### config.mk
export PLATFORM = sky130hd
export DESIGN_NAME = pwm_duty_fifo
export DESIGN_NICKNAME = d
export VERILOG_FILES = /design/src/rtl/pwm_fifo_pkg.sv /design/src/rtl/pwm_period_counter.sv /design/src/rtl/pwm_sample_fifo.sv /design/src/rtl/pwm_edge_gen.sv /design/src/rtl/pwm_duty_fifo.sv
export SDC_FILE = /design/constraint.sdc
export NUM_CORES = 1
export LEC_CHECK = 0
export ABC_AREA = 1
export BUFFER_PORTS_ARGS = -buffer_cell sky130_fd_sc_hd__clkbuf_2
export CAP_MARGIN = 10
export CORE_ASPECT_RATIO = 1.4
export CORE_MARGIN = 5
export CORE_UTILIZATION = 50
export CTS_CLUSTER_SIZE = 20
export DETAILED_ROUTE_END_ITERATION = 12
export PLACE_DENSITY = 0.69
export SYNTH_ARGS = -nofsm -noshare
export SYNTH_HDL_FRONTEND = slang
export SYNTH_SLANG_ARGS = --single-unit
### constraint.sdc
create_clock -name clk -period 4.36 [get_ports clk]
set_input_delay 0.654 -clock clk [delete_from_list [all_inputs] [get_ports clk]]
set_output_delay 0.654 -clock clk [all_outputs]
set_load 0.05 [all_outputs]
### src/rtl/pwm_fifo_pkg.sv
// Shared types and width helpers for the duty-sample FIFO PWM.
// Assumes: depths are at least 1.
package pwm_fifo_pkg;

    typedef enum logic {
        MODE_IMMEDIATE = 1'b0,
        MODE_DEFER     = 1'b1
    } duty_mode_e;

    // Width of a queue pointer for a given depth.
    function automatic int ptr_w(input int depth);
        return (depth > 1) ? $clog2(depth) : 1;
    endfunction

    // Width of a fill counter able to hold 0..depth.
    function automatic int fill_w(input int depth);
        return $clog2(depth + 1);
    endfunction

endpackage

### src/rtl/pwm_period_counter.sv
// Period counter: holds the period length and counts 0..period-1.
// wrap marks the last count of a period (the cycle before the count returns to 0).
// Assumes: a period of 0 behaves as a period of 1.
module pwm_period_counter #(
    parameter int CW = 8,
    parameter logic [CW-1:0] PERIOD_RST = CW'(100)
) (
    input  logic          clk,
    input  logic          rst_n,
    input  logic          en,
    input  logic          period_we,
    input  logic [CW-1:0] period_wdata,
    output logic [CW-1:0] cnt,
    output logic          wrap
);
    logic [CW-1:0] period_q;
    logic [CW:0]   cnt_plus;

    // Period length register, loaded by the write strobe.
    always_ff @(posedge clk) begin
        if (!rst_n)          period_q <= PERIOD_RST;
        else if (period_we)  period_q <= period_wdata;
    end

    // Rollover detection: next count would reach the period length.
    always_comb begin
        cnt_plus = {1'b0, cnt} + (CW+1)'(1);
        wrap     = en && (cnt_plus >= {1'b0, period_q});
    end

    // Counter: held at 0 while disabled, cleared at rollover.
    always_ff @(posedge clk) begin
        if (!rst_n)     cnt <= '0;
        else if (!en)   cnt <= '0;
        else if (wrap)  cnt <= '0;
        else            cnt <= cnt + CW'(1);
    end

    a_r4_hold_zero: assert property (@(posedge clk) disable iff (!rst_n)
        !en |=> (cnt == '0));
    a_r1_wrap_to_zero: assert property (@(posedge clk) disable iff (!rst_n)
        wrap |=> (cnt == '0));

endmodule

### src/rtl/pwm_sample_fifo.sv
// Duty sample queue: circular buffer with a level count.
// Assumes: the caller never pushes when full nor pops when empty.
module pwm_sample_fifo
    import pwm_fifo_pkg::*;
#(
    parameter int CW    = 8,
    parameter int DEPTH = 4
) (
    input  logic                      clk,
    input  logic                      rst_n,
    input  logic                      push,
    input  logic [CW-1:0]             din,
    input  logic                      pop,
    output logic [CW-1:0]             head,
    output logic [fill_w(DEPTH)-1:0]  level
);
    localparam int AW = ptr_w(DEPTH);
    localparam int FW = fill_w(DEPTH);
    localparam logic [AW-1:0] PTR_LAST = AW'(DEPTH - 1);

    logic [CW-1:0] mem [DEPTH];
    logic [AW-1:0] wr_ptr, rd_ptr;

    // Sample storage write; contents need no reset.
    always_ff @(posedge clk) begin
        if (push) mem[wr_ptr] <= din;
    end

    // Write pointer advance with wrap at the last slot.
    always_ff @(posedge clk) begin
        if (!rst_n)     wr_ptr <= '0;
        else if (push)  wr_ptr <= (wr_ptr == PTR_LAST) ? '0 : wr_ptr + AW'(1);
    end

    // Read pointer advance with wrap at the last slot.
    always_ff @(posedge clk) begin
        if (!rst_n)     rd_ptr <= '0;
        else if (pop)   rd_ptr <= (rd_ptr == PTR_LAST) ? '0 : rd_ptr + AW'(1);
    end

    // Level count tracking pushes and pops.
    always_ff @(posedge clk) begin
        if (!rst_n) level <= '0;
        else begin
            case ({push, pop})
                2'b10:   level <= level + FW'(1);
                2'b01:   level <= level - FW'(1);
                default: level <= level;
            endcase
        end
    end

    assign head = mem[rd_ptr];

    a_r8_level_bound: assert property (@(posedge clk) disable iff (!rst_n)
        level <= FW'(DEPTH));
    a_r9_push_has_room: assert property (@(posedge clk) disable iff (!rst_n)
        push |-> (level < FW'(DEPTH)));
    a_r8_pop_not_empty: assert property (@(posedge clk) disable iff (!rst_n)
        pop |-> (level != '0));

endmodule

### src/rtl/pwm_edge_gen.sv
// Output stage: the output is high from period start until the count equals the duty.
// Assumes: wrap is high on the last count of each period.
module pwm_edge_gen #(
    parameter int CW = 8
) (
    input  logic          clk,
    input  logic          rst_n,
    input  logic          en,
    input  logic          wrap,
    input  logic [CW-1:0] cnt,
    input  logic [CW-1:0] duty,
    output logic          pwm_out
);
    logic act_q;

    // Active-phase flag: re-armed at each period start, dropped on equality.
    always_ff @(posedge clk) begin
        if (!rst_n)               act_q <= 1'b1;
        else if (!en || wrap)     act_q <= 1'b1;
        else if (cnt == duty)     act_q <= 1'b0;
    end

    // Output: active phase, not yet at the equality point, and enabled.
    assign pwm_out = en && act_q && (cnt != duty);

    a_r3_zero_duty_low: assert property (@(posedge clk) disable iff (!rst_n)
        (duty == '0) |-> !pwm_out);

endmodule

### src/rtl/pwm_duty_fifo.sv
// Top: duty-sample FIFO PWM. A sample applies at once if the queue is empty and no
// sample was loaded since the last rollover; otherwise it is queued and loaded at a
// rollover. Deferred mode queues samples that the running count has already passed.
// Assumes: single clock domain, strobes are one cycle per write.
module pwm_duty_fifo
    import pwm_fifo_pkg::*;
#(
    parameter int CW    = 8,
    parameter int DEPTH = 4,
    parameter logic [CW-1:0] PERIOD_RST = CW'(100)
) (
    input  logic                      clk,
    input  logic                      rst_n,
    input  logic                      en,
    input  logic                      defer_mode,
    input  logic                      period_we,
    input  logic [CW-1:0]             period_wdata,
    input  logic                      sample_we,
    input  logic [CW-1:0]             sample_wdata,
    input  logic                      ovf_clr,
    output logic                      pwm_out,
    output logic [fill_w(DEPTH)-1:0]  fill_level,
    output logic                      ovf_flag
);
    localparam int FW = fill_w(DEPTH);

    logic [CW-1:0] cnt, duty_q, head;
    logic          wrap, empty, full, late_low, bypass, push, pop, used_q;
    duty_mode_e    mode;

    pwm_period_counter #(.CW(CW), .PERIOD_RST(PERIOD_RST)) u_cnt (
        .clk(clk), .rst_n(rst_n), .en(en),
        .period_we(period_we), .period_wdata(period_wdata),
        .cnt(cnt), .wrap(wrap)
    );

    pwm_sample_fifo #(.CW(CW), .DEPTH(DEPTH)) u_fifo (
        .clk(clk), .rst_n(rst_n),
        .push(push), .din(sample_wdata), .pop(pop),
        .head(head), .level(fill_level)
    );

    pwm_edge_gen #(.CW(CW)) u_edge (
        .clk(clk), .rst_n(rst_n), .en(en), .wrap(wrap),
        .cnt(cnt), .duty(duty_q), .pwm_out(pwm_out)
    );

    // Write routing: direct apply, queue, or drop.
    always_comb begin
        mode     = duty_mode_e'(defer_mode);
        empty    = (fill_level == '0);
        full     = (fill_level == FW'(DEPTH));
        late_low = (mode == MODE_DEFER) && en && !wrap && (sample_wdata <= cnt);
        bypass   = sample_we && empty && !used_q && !late_low;
        push     = sample_we && !full && !bypass;
        pop      = wrap && !empty;
    end

    // Active duty register: rollover pop or direct apply.
    always_ff @(posedge clk) begin
        if (!rst_n)       duty_q <= '0;
        else if (pop)     duty_q <= head;
        else if (bypass)  duty_q <= sample_wdata;
    end

    // Load-slot flag: one load per period; freed at a rollover with nothing to pop.
    always_ff @(posedge clk) begin
        if (!rst_n)              used_q <= 1'b0;
        else if (pop || bypass)  used_q <= 1'b1;
        else if (wrap)           used_q <= 1'b0;
    end

    // Sticky overflow flag; a new overflow wins over a clear in the same cycle.
    always_ff @(posedge clk) begin
        if (!rst_n)                   ovf_flag <= 1'b0;
        else if (sample_we && full)   ovf_flag <= 1'b1;
        else if (ovf_clr)             ovf_flag <= 1'b0;
    end

    a_r9_overflow_sets: assert property (@(posedge clk) disable iff (!rst_n)
        (sample_we && full) |=> ovf_flag);
    a_r10_duty_kept: assert property (@(posedge clk) disable iff (!rst_n)
        (!sample_we && empty) |=> $stable(duty_q));
    a_r4_off_low: assert property (@(posedge clk) disable iff (!rst_n)
        !en |-> !pwm_out);

endmodule

==> flow_summary.json, run 1 <==
{
  "switching_share_pct": 27.5,
  "die_width_um": 79.4,
  "rsz0062_at_grt": "no",
  "htree_num_levels": 3,
  "drtAntennaViolNets": 0,
  "critical_path_peak_fanout": 28,
  "die_y_um": 107,
  "fp-row-count": 35,
  "finalCoreUtilization_pct": 56.8,
  "area_growth_pct": 10.6,
  "worst_ep_required_time_ns": 4.59,
  "min_from": "u_edge.act_q$_SDFFE_PP1N_",
  "drc": 0,
  "power.switching_mw": 0.378,
  "start_util_pct": 51.4,
  "drtPass1Iterations": 4,
  "maxSlewViolCount": 0,
  "cts_tree": "built",
  "synth_seq_cells": 68,
  "fp.coreArea_um2": 6570,
  "syn-cell-area_um2": 3380,
  "hold_path.class": "reg -> reg",
  "setup_viol": 0,
  "yosysSeqAreaShare_pct": 49.8,
  "max_freq_mhz": 277,
  "dieArea_um2": 8520,
  "combPwrFrac_pct": 13.0,
  "crit_start": "u_cnt.cnt[0]$_SDFF_PP0_",
  "numCtsBuffers": 9,
  "diodes": 0,
  "antenna_found_initial": 0,
  "p_per_area_nw_per_um2": 368,
  "route.vias.total": 2590,
  "cts.sinks": 68,
  "final_cell_mix": "nand2_1, inv_1, nor2_1, dfxtp_1, edfxtp_1",
  "yosysWarnings": 0,
  "layout_commonest_cell": "nand2_1",
  "layout-drive-gt1-share_pct": 12.6,
  "p_leak_nw": 1.68,
  "worst_slew_pin_slew_ns": 0.758,
  "grt_max_degree": 29,
  "finClkSkew_ns": 0.0114,
  "cts_root_buffer": "clkbuf_8",
  "crit_type": "reg -> reg",
  "syn_avg_cell_area_um2": 8.77,
  "p_int_mw": 0.997,
  "crit_arrival_ns": 3.84,
  "clkPwrFrac_pct": 34.3,
  "nets": 462,
  "fin_crit_ns": 3.61,
  "power.ir.vdd_worst_mv": 0.305,
  "gp_congestion": 0.850,
  "post_cts_buffers": 0,
  "seqPwrFrac_pct": 52.7,
  "cts_resized": 0,
  "cts_max_path_buffers": 2,
  "io_pins": 28,
  "track_usage_pct": 17.7,
  "via_per_inst": 5.24,
  "port_buffers": 27,
  "post-dp-hpwl_mm": 5.32,
  "cts.reportedPaths.clkPinSlew_ns": 0.08,
  "first_iter_violations": 179,
  "avgRoutedWirePerCell_um": 14.2,
  "finalSetupTns_ns": 0,
  "gr-total-overflow": 0,
  "clkLatencyLatePin_ns": 0.34,
  "grt_pass1_vias": 2467,
  "cap_violations": 0,
  "timing.rr.start": "u_cnt.cnt[0]$_SDFF_PP0_",
  "syn_nets": 432,
  "netlist_instances": 385,
  "wl_mm": 7.02,
  "status": "finished clean",
  "worst_setup_path_start_kind": "flop",
  "end_kind": "flop",
  "synthDistinctLibCells": 31,
  "maxSlewHeadroom_pct": 49.3,
  "finalHoldViolations": 0,
  "period_share_pct": 82.7,
  "grt_pass1_wl_mm": 11.6,
  "hold_buffers": 0
}
## cell type report
cell class	count	area [µm²]
multi-input combinational	249	1410
sequential	68	1680
fill	606	2840
clock buffer	11	145
timing repair buffer	28	143
tap	74	92.6
inverter	59	223
clock inverter	5	35.0
## path summary, 6_finish.rpt
check / cells after the start / end / slack (ns)
setup / recovery: 24 / u_fifo.level[2]$_SDFFE_PN0P_ / 0.75
hold / removal: 2 / u_edge.act_q$_SDFFE_PP1N_ / 0.47
setup reg to reg: 24 / u_fifo.level[2]$_SDFFE_PN0P_ / 0.75
hold reg to reg: 2 / u_edge.act_q$_SDFFE_PP1N_ / 0.47
## logic make-up (layout without fill, tap and decap cells)
group	count (synthesis)	in the layout	synth area share (%)
flip-flops	68	68	49.8
XOR/XNOR	7	7	1.82
buffers and inverters	68	103	8.30
adder cells (fa/ha/maj)	24	24	9.12
AND/OR/NAND/NOR	141	141	18.4
AO/OA/AOI/OAI	77	77	12.6
## cell usage after synthesis
master / n / area (µm²)
buf_2: 1 / 5.00
nand3_4: 1 / 17.5
nor2_2: 1 / 6.26
o22ai_1: 8 / 50.1
clkbuf_1: 4 / 15.0
a221oi_1: 4 / 35.0
a31oi_1: 1 / 6.26
inv_1: 56 / 210
ha_1: 23 / 288
o21bai_2: 1 / 11.3
clkinv_1: 1 / 3.75
xor2_1: 7 / 61.3
nand3b_1: 1 / 7.51
inv_2: 1 / 3.75
a21oi_1: 30 / 150
buf_6: 2 / 22.5
nand3_1: 12 / 60.1
nand4_2: 1 / 12.5
buf_4: 2 / 15.0
dfxtp_1: 36 / 721
o21ai_0: 31 / 155
edfxtp_1: 32 / 961
nor2_1: 51 / 191
clkinv_2: 1 / 5.00
nor3_1: 2 / 10.0
fa_1: 1 / 20.0
o21a_1: 1 / 7.51
nand2_1: 58 / 218
nand4_1: 12 / 75.1
a21oi_2: 1 / 8.76
nand2_4: 2 / 22.5
## metal layers
metal  track usage, %  share of wire, %  up-vias
met5                0                 0        -
met4             8.97               3.4        0
met3             2.94               4.1       16
met2             30.8                50       62
met1             20.6                42     1167
li1                 -                 -     1345
## registers in the layout, summed over array words and instances, names as in the netlist, 2 cells and up, named ones only
register and cells:
duty_q 8, u_cnt.cnt 8, u_fifo.wr_ptr 2, u_fifo.mem 32
u_fifo.rd_ptr 2, u_fifo.level 3, u_cnt.period_q 8
## worst max-delay path, cell delays in order (launching register included)
cell and delay (ns):
dfxtp_1 0.44, ha_1 0.21, nand2_1 0.06, inv_2 0.08, nand2_1 0.06, xor2_1 0.17, inv_1 0.07, ha_1 0.29
nand2_1 0.07, nor2_1 0.10, nand2_1 0.05, nand3_1 0.06, nand2_1 0.05, nand2_1 0.05, nand2_1 0.09, nand2_4 0.15
nand3_4 0.27, clkinv_2 0.14, ha_1 0.15, inv_1 0.07, fa_1 0.38, a21oi_1 0.16, o21ai_0 0.13, o21ai_0 0.16
a21oi_1 0.05
## through the flow
stage               total power, mW  instances  hold slack [ns]  worst slack [ns]  cell area, µm²
global placement              0.916        478            0.432             0.914            3550
global route                   1.44        494            0.494             0.237            3730
CTS                            1.39        494            0.471             0.757            3730
floorplan                     0.865        385            0.414              1.18            3380
detailed placement            0.919        478            0.455             0.747            3550
finish                         1.38        494            0.465             0.755            3730
## power groups by stage
stage	clock network (mW)	logic [mW]	registers (mW)
detailed placement	0	0.180	0.740
global route	0.509	0.204	0.728
global placement	0	0.177	0.739
floorplan	0	0.125	0.740
finish	0.472	0.179	0.725
CTS	0.480	0.181	0.725
(Power assumes the default switching activity.)
==> run 2: changes to the inputs <==
PLACE_DENSITY = 0.71   (was 0.69)
clock period = 3 ns   (was 4.36 ns; I/O delays follow)
==> run 2 against run 1 <==
Compared with the run above:
- worst setup slack got worse by 0.77 ns
- critical path depth fell by 5
- largest cell class unchanged
- routed wire length increased by 3.4%
- via count is 5.3% higher
- utilization up 4.6 points
- worst hold slack got worse by 0.14 ns
- clock power up 35%
- clock skew decreased by 0.0031 ns
- final cell count rose by 3.8%
- count of clock-buffer cells in the layout is the same
- final area rose by 8.1%
- sequential share of layout area down 3.0 points
- the flow now finishes with violations (setup timing)
==> flow_summary.json, run 2 (synthesis results as in run 1) <==
{
  "cts.sinks": 68,
  "gr-total-overflow": 0,
  "cts_max_path_buffers": 2,
  "area_growth_pct": 19.5,
  "gp_congestion": 0.820,
  "wl_mm": 7.26,
  "crit_start": "u_cnt.cnt[0]$_SDFF_PP0_",
  "first_iter_violations": 162,
  "drtAntennaViolNets": 0,
  "fp-row-count": 35,
  "clkPwrFrac_pct": 32.2,
  "seqPwrFrac_pct": 53.0,
  "finClkSkew_ns": 0.00834,
  "worst_slew_pin_slew_ns": 0.480,
  "cts_tree": "built",
  "hold_buffers": 0,
  "setup_viol": 2,
  "maxSlewHeadroom_pct": 67.8,
  "final_cell_mix": "inv_1, nand2_1, nor2_1, edfxtp_1, dfxtp_1",
  "worst_ep_required_time_ns": 3.27,
  "min_from": "period_wdata[5]",
  "cap_violations": 0,
  "numCtsBuffers": 9,
  "violations": "setup timing",
  "diodes": 0,
  "clkLatencyLatePin_ns": 0.34,
  "combPwrFrac_pct": 14.8,
  "drtPass1Iterations": 5,
  "track_usage_pct": 17.9,
  "nets": 481,
  "dp_slack_ns": -0.0798,
  "switching_share_pct": 27.7,
  "power.switching_mw": 0.548,
  "critical_path_peak_fanout": 4,
  "htree_num_levels": 3,
  "max_freq_mhz": 331,
  "finalCoreUtilization_pct": 61.4,
  "placedCellCount": 489,
  "finalInstanceArea_um2": 4040,
  "p_per_area_nw_per_um2": 490,
  "regMostFlops": "u_fifo.mem",
  "whs_ns": 0.323,
  "power.ir.vdd_worst_mv": 0.249,
  "rsz0062_at_grt": "yes",
  "finalSetupTns_ns": -0.0234,
  "period_share_pct": 101,
  "drc": 0,
  "crit_type": "reg -> reg",
  "total_power_mw": 1.98,
  "layoutNonFillerInstCount": 513,
  "start_util_pct": 51.4,
  "cts.reportedPaths.clkPinSlew_ns": 0.07,
  "antenna_found_initial": 0,
  "status": "finished with violations",
  "dieArea_um2": 8520,
  "p_leak_nw": 1.82,
  "timing.rr.start": "u_cnt.cnt[0]$_SDFF_PP0_",
  "worst_slack_ns": -0.0176,
  "hold_path.class": "in -> reg",
  "largest_reg_flops": 32,
  "fin_crit_ns": 3.02,
  "io_pins": 28,
  "cts_root_buffer": "clkbuf_8",
  "grt_max_degree": 28,
  "p_int_mw": 1.43,
  "dpl_cell_area_um2": 3680,
  "layout-drive-gt1-share_pct": 21.6,
  "via_per_inst": 5.32,
  "route.vias.total": 2728,
  "grt_pass1_vias": 2618,
  "avgRoutedWirePerCell_um": 14.1,
  "finalHoldViolations": 0,
  "end_kind": "flop",
  "die_y_um": 107,
  "post-dp-hpwl_mm": 5.17,
  "maxSlewViolCount": 0,
  "grt_pass1_wl_mm": 12.0,
  "die_width_um": 79.4,
  "worst_setup_path_start_kind": "flop",
  "fp.coreArea_um2": 6570,
  "crit_arrival_ns": 3.29,
  "port_buffers": 27
}
-- run 2: cell count changes in the layout (fill, tap and decap cells not counted), sizes merged --
| cell | delta |
|---|---|
| clkinv | +1 |
| inv | -1 |
| buf | +19 |
-- run 2: area by class of cell --
type / instances / area (µm²)
Fill cell: 562 / 2530
Sequential cell: 68 / 1700
Tap cell: 74 / 92.6
Clock inverter: 5 / 30.0
Clock buffer: 11 / 131
Multi-Input combinational cell: 249 / 1560
Timing Repair Buffer: 47 / 297
Inverter: 59 / 229
-- run 2: power groups by stage --
| stage | combinational, mW | clock (mW) | sequential, mW |
|---|---|---|---|
| floorplan | 0.185 | 0 | 1.08 |
| global placement | 0.269 | 0 | 1.07 |
| detailed placement | 0.276 | 0 | 1.07 |
| CTS | 0.285 | 0.646 | 1.05 |
| global route | 0.331 | 0.699 | 1.05 |
| finish | 0.293 | 0.637 | 1.05 |
-- run 2: worst paths after layout --
path                                         end  slack (ns)  cells past startpoint
hold reg to reg   u_cnt.period_q[3]$_SDFFE_PN0P_        0.47                      2
setup reg to reg    u_fifo.level[1]$_SDFFE_PN0P_       -0.02                     19
setup / recovery    u_fifo.level[1]$_SDFFE_PN0P_       -0.02                     19
hold / removal    u_cnt.period_q[5]$_SDFFE_PN1P_        0.32                      3
-- run 2: repair_timing --
| action | in CTS | in global routing |
|---|---|---|
| hold endpoints to repair | 0 | 0 |
| setup endpoints to repair | 2 | 34 |
| pin swaps | 4 | 14 |
| gates resized for setup | 3 | 31 |
| buffers inserted | 3 | 6 |
-- run 2: worst max-delay path, cell delays in order, from the launching register on --
cell	delay (ns)
dfxtp_4	0.38
ha_4	0.15
nand2_4	0.05
inv_4	0.08
nand4_4	0.11
xor2_2	0.22
inv_1	0.07
ha_1	0.29
a21oi_1	0.15
nand2_1	0.07
nand2_2	0.12
nand3_4	0.09
o21bai_4	0.19
nand2_4	0.08
ha_4	0.18
inv_4	0.06
fa_2	0.42
nor2_1	0.11
a21oi_1	0.04
nor2_1	0.10
-- run 2: routing by layer --
layer / routed length, µm / GRT usage, % / up-vias / share of wire [%]
li1: - / - / 1384 / -
met1: 2920 / 20.4 / 1280 / 40
met2: 3930 / 32.1 / 53 / 54
met3: 268 / 4.20 / 11 / 3.7
met4: 136 / 6.39 / 0 / 1.9
met5: 0 / 0 / - / 0
==> run 3: changes to the inputs <==
CORE_UTILIZATION = 51   (was 50)
PLACE_DENSITY = 0.72   (was 0.71)
SLEW_MARGIN = 20   (was not set)
==> run 3 against run 2 <==
Compared with the run above:
- the flow now finishes without violations
- fmax grew 0.72%
- sequential share of layout area is 0.24 points higher
- count of clock-buffer cells in the layout is 1 lower
- worst hold slack lost 0.0057 ns
- total power rose by 3.5%
- sequential cell count is the same
- critical path type unchanged
- largest cell class unchanged
==> flow_summary.json, run 3 (synthesis results as in run 1) <==
{
  "maxSlewViolCount": 0,
  "power.switching_mw": 0.542,
  "io_pins": 28,
  "r2r-end": "u_fifo.level[2]$_SDFFE_PN0P_",
  "antenna_found_initial": 0,
  "post-dp-hpwl_mm": 5.29,
  "min_path_cells": 3,
  "drtAntennaViolNets": 0,
  "route.vias.total": 2675,
  "die_width_um": 78.8,
  "diodes": 0,
  "area_growth_pct": 18.8,
  "gp_congestion": 0.833,
  "worst_setup_path_start_kind": "flop",
  "period_share_pct": 99.9,
  "hold_path.class": "in -> reg",
  "p_leak_nw": 1.81,
  "critical_path_peak_fanout": 4,
  "worst_ep_required_time_ns": 3.24,
  "finalCoreUtilization_pct": 61.4,
  "end_kind": "flop",
  "timing.rr.start": "u_cnt.cnt[0]$_SDFF_PP0_",
  "clkPwrFrac_pct": 34.9,
  "layout_commonest_cell": "inv_1",
  "cap_violations": 0,
  "combPwrFrac_pct": 13.9,
  "rsz0062_at_grt": "yes",
  "htree_num_levels": 3,
  "holdPathEnd": "u_cnt.period_q[5]$_SDFFE_PN1P_",
  "max_freq_mhz": 334,
  "cts.sinks": 68,
  "grt_pass1_wl_mm": 11.3,
  "track_usage_pct": 17.4,
  "crit_type": "reg -> reg",
  "p_int_mw": 1.51,
  "start_util_pct": 51.7,
  "finalHoldViolations": 0,
  "reg2regPathDepth": 24,
  "numCtsBuffers": 9,
  "layout-drive-gt1-share_pct": 20.0,
  "cts_max_path_buffers": 2,
  "nets": 478,
  "die_y_um": 106,
  "whs_ns": 0.318,
  "seqPwrFrac_pct": 51.2,
  "min_from": "period_wdata[5]",
  "fp.coreArea_um2": 6530,
  "setup_viol": 0,
  "regArea_um2": 1700,
  "switching_share_pct": 26.4,
  "fp-row-count": 35,
  "wl_mm": 7.12,
  "hold_buffers": 0,
  "dpl_cell_area_um2": 3680,
  "first_iter_violations": 119,
  "dieArea_um2": 8370,
  "clkLatencyLatePin_ns": 0.34,
  "multi_input_area_um2": 1540,
  "final_cell_mix": "inv_1, nand2_1, nor2_1, dfxtp_1, edfxtp_1",
  "fin_crit_ns": 3.00,
  "crit_arrival_ns": 3.23,
  "status": "finished clean",
  "fill_cells": 553,
  "largest_reg_flops": 32,
  "cts_root_buffer": "clkbuf_8",
  "via_per_inst": 5.25,
  "power.ir.vdd_worst_mv": 0.293,
  "finalInstanceArea_um2": 4010,
  "grt_pass1_vias": 2508,
  "finClkSkew_ns": 0.00768,
  "worst_slew_pin_slew_ns": 0.490,
  "gr-total-overflow": 0,
  "grt_max_degree": 28,
  "drtPass1Iterations": 4,
  "drc": 0,
  "port_buffers": 27,
  "p_per_area_nw_per_um2": 511,
  "maxSlewHeadroom_pct": 67.2,
  "avgRoutedWirePerCell_um": 14.0,
  "reg2reg_slack_ns": 0.004,
  "regMostFlops": "u_fifo.mem",
  "cts_tree": "built",
  "cts.reportedPaths.clkPinSlew_ns": 0.07
}
[run 3: per-layer routing]
layer	part of all wire [%]	global-route usage, %	vias up
met3	3.7	3.73	14
met1	42	19.4	1236
met5	0	0	-
li1	-	-	1378
met2	53	31.1	47
met4	1.8	8.38	0
[run 3: power by group through the flow]
stage	logic, mW	clock network, mW	registers (mW)
after floorplan	0.185	0	1.08
after global placement	0.269	0	1.07
after detailed placement	0.278	0	1.07
after CTS	0.282	0.728	1.05
after global routing	0.320	0.779	1.05
final	0.285	0.714	1.05
[run 3: how the worst max path moves through the flow]
stage               depth (start not counted)                            to               startpoint
detailed placement                         20  u_fifo.level[1]$_SDFFE_PN0P_  u_cnt.cnt[2]$_SDFF_PP0_
CTS                                        23  u_fifo.level[1]$_SDFFE_PN0P_  u_cnt.cnt[0]$_SDFF_PP0_
global placement                           20  u_fifo.level[1]$_SDFFE_PN0P_  u_cnt.cnt[2]$_SDFF_PP0_
global route                               24  u_fifo.level[2]$_SDFFE_PN0P_  u_cnt.cnt[1]$_SDFF_PP0_
finish                                     24  u_fifo.level[2]$_SDFFE_PN0P_  u_cnt.cnt[0]$_SDFF_PP0_
floorplan                                  24  u_fifo.level[1]$_SDFFE_PN0P_  u_cnt.cnt[0]$_SDFF_PP0_
[run 3: metrics by stage]
stage	std cells	power [mW]	TNS, ns	setup slack (ns)
CTS	505	2.06	0	0.00409
floorplan	385	1.26	0	0.00636
global route	510	2.15	-0.265	-0.185
finish	510	2.05	0	0.00388
global placement	489	1.34	0	0.00442
detailed placement	489	1.35	-0.0881	-0.0730
[run 3: what timing repair did]
| item | CTS | global route |
|---|---|---|
| gates cloned | 0 | 0 |
| setup buffers | 0 | 5 |
| setup endpoints to repair | 2 | 18 |
| pin swaps | 1 | 13 |
| gates resized for setup | 2 | 23 |
[run 3: layout make-up]
class                   count  area share (%)
flip-flops and latches     68            42.3
multi-input cells         249            38.5
repair buffers             44            6.55
inverters                  59            5.71
clock buffers              10            3.18
well taps                  74            2.31
clock inverters             6            1.40
[run 3: worst max-delay path, cell delays in order (launching register included)]
cell and delay (ns):
dfxtp_4 0.36, ha_4 0.16, nand2_4 0.06, inv_4 0.05, nand2_4 0.05, xor2_2 0.15
inv_1 0.09, ha_4 0.29, nand2_4 0.05, nor2_2 0.10, nand2_1 0.06, nand3_1 0.07
nand2_1 0.05, nand2_1 0.06, nand2_2 0.09, nand2_4 0.08, nand3_4 0.08, inv_4 0.10
ha_4 0.14, inv_4 0.04, fa_2 0.36, a21oi_2 0.14, o21ai_1 0.08, o21ai_1 0.13
a21oi_1 0.05
